===== src/rtl/bt_win_pkg.sv =====
`timescale 1ns/1ps
package bt_win_pkg;
    typedef enum logic [1:0] {
        ACC_CTL  = 2'd0,
        ACC_DATA = 2'd1,
        ACC_MASK = 2'd2,
        ACC_NONE = 2'd3
    } acc_e;

    // Control register bit positions (host software decodes these)
    localparam int CB_CLR_WR  = 0;
    localparam int CB_CLR_RD  = 1;
    localparam int CB_H2C_ATN = 2;
    localparam int CB_C2H_ATN = 3;
    localparam int CB_SW_ATN  = 4;
    localparam int CB_HBUSY   = 6;
    localparam int CB_CBUSY   = 7;

    // Mask register bit positions
    localparam int MB_EN   = 0;
    localparam int MB_PEND = 1;
endpackage


===== src/rtl/bt_win_decode.sv =====
`timescale 1ns/1ps
module bt_win_decode #(
    parameter int ADDR_W = 8,
    parameter int REGION = 4
) (
    input  logic [ADDR_W-1:0] addr,
    output bt_win_pkg::acc_e  kind
);
    localparam logic [ADDR_W-1:0] OFF_MASK = ADDR_W'(REGION - 1);

    logic [ADDR_W-1:0] off;

    always_comb begin
        off = addr & OFF_MASK;
        case (off)
            ADDR_W'(0): kind = bt_win_pkg::ACC_CTL;
            ADDR_W'(1): kind = bt_win_pkg::ACC_DATA;
            ADDR_W'(2): kind = bt_win_pkg::ACC_MASK;
            default:    kind = bt_win_pkg::ACC_NONE;
        endcase
    end
endmodule


===== src/rtl/bt_byte_store.sv =====
`timescale 1ns/1ps
module bt_byte_store #(
    parameter int DEPTH = 64,
    localparam int IDX_W = $clog2(DEPTH)
) (
    input  logic             clk,
    input  logic             rst_n,
    input  logic             we,
    input  logic [IDX_W-1:0] widx,
    input  logic [7:0]       wdata,
    input  logic [IDX_W-1:0] ridx,
    output logic [7:0]       rdata
);
    logic [7:0] mem_q [DEPTH];

    always_ff @(posedge clk or negedge rst_n) begin
        if (!rst_n) begin
            for (int i = 0; i < DEPTH; i++) mem_q[i] <= '0;
        end else if (we) begin
            mem_q[widx] <= wdata;
        end
    end

    assign rdata = mem_q[ridx];
endmodule


===== src/rtl/bt_host_window.sv =====
`timescale 1ns/1ps
module bt_host_window #(
    parameter int ADDR_W = 8,
    parameter int REGION = 4,
    parameter int DEPTH  = 64,
    localparam int IDX_W = $clog2(DEPTH),
    localparam int CNT_W = IDX_W + 1
) (
    input  logic              clk,
    input  logic              rst_n,
    input  logic [ADDR_W-1:0] bus_addr,
    input  logic              bus_wr,
    input  logic              bus_rd,
    input  logic [7:0]        bus_wdata,
    output logic [7:0]        bus_rdata,
    output logic              host_irq,
    input  logic              irq_use_en,
    input  logic              rsp_byte_we,
    input  logic [IDX_W-1:0]  rsp_byte_idx,
    input  logic [7:0]        rsp_byte_data,
    input  logic              rsp_ready,
    input  logic [CNT_W-1:0]  rsp_len_in,
    input  logic              sms_req,
    input  logic              sms_val,
    input  logic              sms_irq,
    input  logic              cold_rst,
    output logic              req_event,
    output logic [CNT_W-1:0]  req_len,
    input  logic [IDX_W-1:0]  req_rd_idx,
    output logic [7:0]        req_rd_data
);
    import bt_win_pkg::*;

    localparam logic [CNT_W-1:0] CAP = CNT_W'(DEPTH);
    localparam logic [CNT_W-1:0] ONE = CNT_W'(1);

    typedef struct packed {
        logic [CNT_W-1:0] req_len;
        logic [CNT_W-1:0] rsp_len;
        logic [CNT_W-1:0] rd_pos;
        logic             en;
        logic             pend;
        logic             c2h;
        logic             sw;
        logic             hbusy;
        logic             cbusy;
        logic             evt;
    } win_state_t;

    win_state_t s_q, s_d;
    acc_e       acc_kind;
    logic       req_we;
    logic [7:0] rsp_rdata;

    bt_win_decode #(.ADDR_W(ADDR_W), .REGION(REGION)) u_dec (
        .addr (bus_addr),
        .kind (acc_kind)
    );

    bt_byte_store #(.DEPTH(DEPTH)) u_req_buf (
        .clk   (clk),
        .rst_n (rst_n),
        .we    (req_we),
        .widx  (s_q.req_len[IDX_W-1:0]),
        .wdata (bus_wdata),
        .ridx  (req_rd_idx),
        .rdata (req_rd_data)
    );

    bt_byte_store #(.DEPTH(DEPTH)) u_rsp_buf (
        .clk   (clk),
        .rst_n (rst_n),
        .we    (rsp_byte_we),
        .widx  (rsp_byte_idx),
        .wdata (rsp_byte_data),
        .ridx  (s_q.rd_pos[IDX_W-1:0]),
        .rdata (rsp_rdata)
    );

    always_comb begin
        s_d       = s_q;
        s_d.evt   = 1'b0;
        req_we    = 1'b0;
        bus_rdata = 8'hFF;

        // Host access first
        case (acc_kind)
            ACC_CTL: begin
                if (bus_rd) begin
                    bus_rdata = {s_q.cbusy, s_q.hbusy, 1'b0, s_q.sw, s_q.c2h, 3'b000};
                end
                if (bus_wr) begin
                    if (bus_wdata[CB_CLR_WR])  s_d.req_len = '0;
                    if (bus_wdata[CB_CLR_RD])  s_d.rd_pos  = '0;
                    if (bus_wdata[CB_C2H_ATN]) s_d.c2h     = 1'b0;
                    if (bus_wdata[CB_SW_ATN])  s_d.sw      = 1'b0;
                    if (bus_wdata[CB_HBUSY])   s_d.hbusy   = ~s_q.hbusy;
                    if (bus_wdata[CB_H2C_ATN]) begin
                        s_d.cbusy = 1'b1;
                        s_d.evt   = 1'b1;
                    end
                end
            end
            ACC_DATA: begin
                if (bus_wr) begin
                    req_we      = (s_q.req_len < CAP);
                    s_d.req_len = s_q.req_len + ONE;
                end
                if (bus_rd && (s_q.rd_pos < s_q.rsp_len)) begin
                    bus_rdata  = rsp_rdata;
                    s_d.rd_pos = s_q.rd_pos + ONE;
                    if (s_d.rd_pos == s_q.rsp_len) begin
                        s_d.rd_pos  = '0;
                        s_d.rsp_len = '0;
                    end
                end
            end
            ACC_MASK: begin
                if (bus_rd) begin
                    bus_rdata = {6'b0, s_q.pend, s_q.en};
                end
                if (bus_wr) begin
                    if (bus_wdata[MB_EN] != s_q.en) begin
                        if (bus_wdata[MB_EN]) begin
                            if (s_q.c2h || s_q.sw) s_d.pend = 1'b1;
                            s_d.en = 1'b1;
                        end else begin
                            s_d.pend = 1'b0;
                            s_d.en   = 1'b0;
                        end
                    end
                    if (bus_wdata[MB_PEND]) s_d.pend = 1'b0;
                end
            end
            default: ;
        endcase

        // Controller events follow, in fixed order
        if (rsp_ready) begin
            s_d.cbusy   = 1'b0;
            s_d.c2h     = 1'b1;
            s_d.rsp_len = rsp_len_in;
            s_d.rd_pos  = '0;
            if (s_d.en) s_d.pend = 1'b1;
        end

        if (sms_req && (sms_val != s_d.sw)) begin
            s_d.sw = sms_val;
            if (sms_val) begin
                if (sms_irq && !s_d.c2h && s_d.en) s_d.pend = 1'b1;
            end else if (!s_d.c2h) begin
                s_d.pend = 1'b0;
            end
        end

        if (cold_rst) begin
            s_d.en   = 1'b0;
            s_d.pend = 1'b0;
        end
    end

    always_ff @(posedge clk or negedge rst_n) begin
        if (!rst_n) s_q <= '0;
        else        s_q <= s_d;
    end

    assign host_irq  = s_q.pend & irq_use_en;
    assign req_event = s_q.evt;
    assign req_len   = s_q.req_len;
endmodule


===== config.mk =====
export PLATFORM = sky130hd
export DESIGN_NAME = bt_host_window
export DESIGN_NICKNAME = d
export VERILOG_FILES = /design/src/rtl/bt_win_pkg.sv /design/src/rtl/bt_win_decode.sv /design/src/rtl/bt_byte_store.sv /design/src/rtl/bt_host_window.sv
export SDC_FILE = /design/constraint.sdc
export NUM_CORES = 2
export LEC_CHECK = 0
export BUFFER_PORTS_ARGS = -buffer_cell sky130_fd_sc_hd__buf_2
export CORE_ASPECT_RATIO = 1.5
export CORE_MARGIN = 2
export CORE_UTILIZATION = 68
export DETAILED_ROUTE_END_ITERATION = 10
export HOLD_SLACK_MARGIN = 0.06
export PLACE_DENSITY_LB_ADDON = 0.12
export SYNTH_ARGS = -nofsm -noshare
export SYNTH_HDL_FRONTEND = slang
export SYNTH_SLANG_ARGS = --single-unit

===== constraint.sdc =====
create_clock -name clk -period 6.45 [get_ports clk]
set_clock_uncertainty 0.15 [all_clocks]
set_input_delay 0.645 -clock clk [delete_from_list [all_inputs] [get_ports clk]]
set_output_delay 0.645 -clock clk [all_outputs]
set_load 0.005 [all_outputs]

==> flow_summary.json <==
{
  "synthTopCellsByCount": "1052 x dfrtp_1, 995 x mux2_2, 250 x mux4_2",
  "synth_cell_types": 65,
  "antenna_found_initial": 3,
  "cts-root-buf": "clkbuf_16",
  "finalCritPeriodShare_pct": 77.8,
  "ys_top_cells_by_area": "dfrtp_1 54%, mux2_2 23%, mux4_2 12%",
  "synth_xor_area_share_pct": 0.215,
  "drcViolationCount": 0,
  "setup_violations": 0,
  "netlist_instances": 3198,
  "crit_required_ps": 5650,
  "synth_edf_count": 0,
  "cp-end-kind": "output pin",
  "rrSetupSlack_ps": 2900,
  "synth_adder_area_share_pct": 0.230,
  "min_path_type": "in -> reg",
  "port_buffers": 72,
  "rsz0062_at_grt": "no",
  "drive_above_1_share_pct": 48.7,
  "yosysTopAreaCell": "dfrtp_1",
  "status": "finished, final reports clean",
  "die_height_um": 332,
  "nFillCells": 4363,
  "avgSynthCellArea_um2": 15.3,
  "grt_max_degree": 182,
  "synth_fp_nets": 3261,
  "timing.max_cap.violations": 0,
  "r2r_cells": 8,
  "wl_um": 117000,
  "yosysMostFrequentCell": "dfrtp_1",
  "firstDrtPassIters": 5,
  "areaGrowthSynthToFinish_pct": 8.36,
  "ios": 79,
  "drt-initial-drc-count": 2060,
  "leakage_nw": 24.7,
  "muxShareOfSynthArea_pct": 37.2,
  "ys.flop_type": "dfrtp_1",
  "place_hpwl_um": 78400,
  "r2r-end": "s_q[9]",
  "nets": 3227,
  "rows": 120,
  "wire_per_inst_um": 28.2,
  "yosysTopAreaCellShare_pct": 53.8,
  "finalHoldViolCount": 0,
  "critPathMaxFanout": 16,
  "worstSetupPathType": "reg -> out",
  "cts_setup_buffers": 0,
  "arrival_ps": 4220,
  "power_density_nw_per_um2": 276,
  "final_core_util_pct": 74.3,
  "antenna_left": 0,
  "synth-seq-cells": 1052,
  "h-tree-depth": 3,
  "grt_pass1_vias": 30651,
  "ys_warn_count": 0,
  "core_um2": 71300,
  "relSlewSlack_pct": 10.3,
  "max_freq_ghz": 0.199,
  "slew_violations": 0,
  "cts_buffer_depth": 3,
  "cts.clk_slew.worst_paths_ps": 70,
  "avgViaCountPerCell": 6.76,
  "clk_latency_ps": 660,
  "crit_path_start_kind": "register",
  "r2r-start": "s_q[8]",
  "synth_simple_gate_area_share_pct": 3.95,
  "synth-compound-area-share_pct": 2.42,
  "grt_pass1_wl_um": 184000,
  "num_vias": 28036,
  "min_period_ps": 5020,
  "tns_ps": 0,
  "hold-path-endpoint": "s_q[15]",
  "seq_area_frac_synth_pct": 53.8,
  "start_util_pct": 68.6,
  "gp_congestion": 0.903,
  "synthArstFlopShare_pct": 100,
  "cts.sinks": 1052,
  "hp-start": "rsp_len_in[1]",
  "worst_pin_slew_ps": 1340,
  "cts_tree": "done",
  "grt-ovfl-total": 0,
  "dieArea_um2": 74100,
  "cts_buffers": 95,
  "die_w_um": 223,
  "synth_top_family_by_area": "multiplexers",
  "hold_depth": 2,
  "peakVddDrop_v": 0.000295,
  "gr-usage-all-layers_pct": 32.8,
  "netlist_area_um2": 48900
}
[power breakdown]
group          leakage [nW]  switching (mW)  internal [mW]
logic                  8.88           0.717          0.730
registers              14.3           0.296           7.13
clock network          1.56            2.42           3.30
total                  24.7            3.44           11.2
[per-layer routing]
| layer | wire length (µm) | vias up | GRT usage [%] | part of all wire, % |
|---|---|---|---|---|
| li1 | - | 11781 | - | - |
| met1 | 43400 | 15083 | 39.8 | 37 |
| met2 | 60500 | 862 | 55.8 | 52 |
| met3 | 5780 | 304 | 5.21 | 4.9 |
| met4 | 7490 | 6 | 19.3 | 6.4 |
| met5 | 37 | - | 0 | 0.032 |
[sequential cells by signal, indices dropped and copies added (netlist names)]
signal / flops
u_req_buf.mem_q: 512
req_event: 1
s_q: 20
req_len: 7
u_rsp_buf.mem_q: 512
[metrics by stage]
stage,std cells,hold slack [ps],area (µm²),setup WS (ps),total power [mW]
final,4150,149,53000,1430,14.6
after global routing,4149,148,53000,1360,15.1
after CTS,4149,123,53000,1580,14.7
after detailed placement,3980,320,49800,2110,8.98
after global placement,3980,313,49800,2110,8.85
after floorplan,3198,199,48900,3220,8.44
[how the worst max path moves through the flow]
stage | from | to
floorplan | req_rd_idx[0] | req_rd_data[0]
global placement | req_rd_idx[0] | req_rd_data[0]
detailed placement | req_rd_idx[0] | req_rd_data[0]
CTS | s_q[7] | bus_rdata[3]
global route | s_q[7] | bus_rdata[3]
finish | s_q[11] | bus_rdata[3]
[placed cells by master (no fill, tap or decap), drive strengths merged, types with 4 or more instances in the layout]
| master | n |
|---|---|
| nand3 | 34 |
| nor2 | 114 |
| mux4 | 250 |
| nor3b | 7 |
| nand3b | 6 |
| a21oi | 31 |
| nor2b | 9 |
| nand4 | 5 |
| dfrtp | 1052 |
| a31oi | 12 |
| mux2 | 1034 |
| o21ai | 24 |
| and2 | 10 |
| clkinv | 19 |
| a311oi | 4 |
| buf | 109 |
| nand2 | 100 |
| a21boi | 5 |
| clkbuf | 141 |
| inv | 15 |
| a22oi | 55 |
| mux2i | 89 |
| o22ai | 6 |
| bufinv | 7 |
| nor3 | 13 |
| ha | 9 |
| or3 | 4 |
| xor2 | 7 |
| a22o | 15 |
| xnor2 | 5 |
| nand2b | 5 |
[worst max-delay path, cell delays in order (launching register included)]
cell,delay [ps]
dfrtp_1,810
inv_1,410
nor2_1,790
nand3_1,410
nand3_1,220
o2bb2ai_1,110
a21oi_1,550
buf_2,230
[layout make-up]
| type | count | area (µm²) | share of cell area, % |
|---|---|---|---|
| flip-flops and latches | 1052 | 26300 | 49.7 |
| multi-input cells | 1888 | 21500 | 40.6 |
| clock buffers | 140 | 2830 | 5.34 |
| well taps | 915 | 1140 | 2.16 |
| repair buffers | 112 | 800 | 1.51 |
| clock inverters | 27 | 320 | 0.605 |
| inverters | 15 | 56.3 | 0.106 |
| diodes | 1 | 2.50 | 0.00472 |
[kinds of logic after synthesis]
family,count (synthesis)
DFF,1052
AOI/OAI and AO/OA,172
and+or+nand+nor,322
adders and majority gates,9
xor gates and xnor gates,12
buffers and inverters,258
muxes,1373
[repair_timing]
action,in CTS,in global routing
gates resized for setup,0,0
endpoints found under the hold margin,111,0
hold buffers,2,0
endpoints found under the setup margin,0,0
No activity file was read; power rests on OpenSTA's default activity.
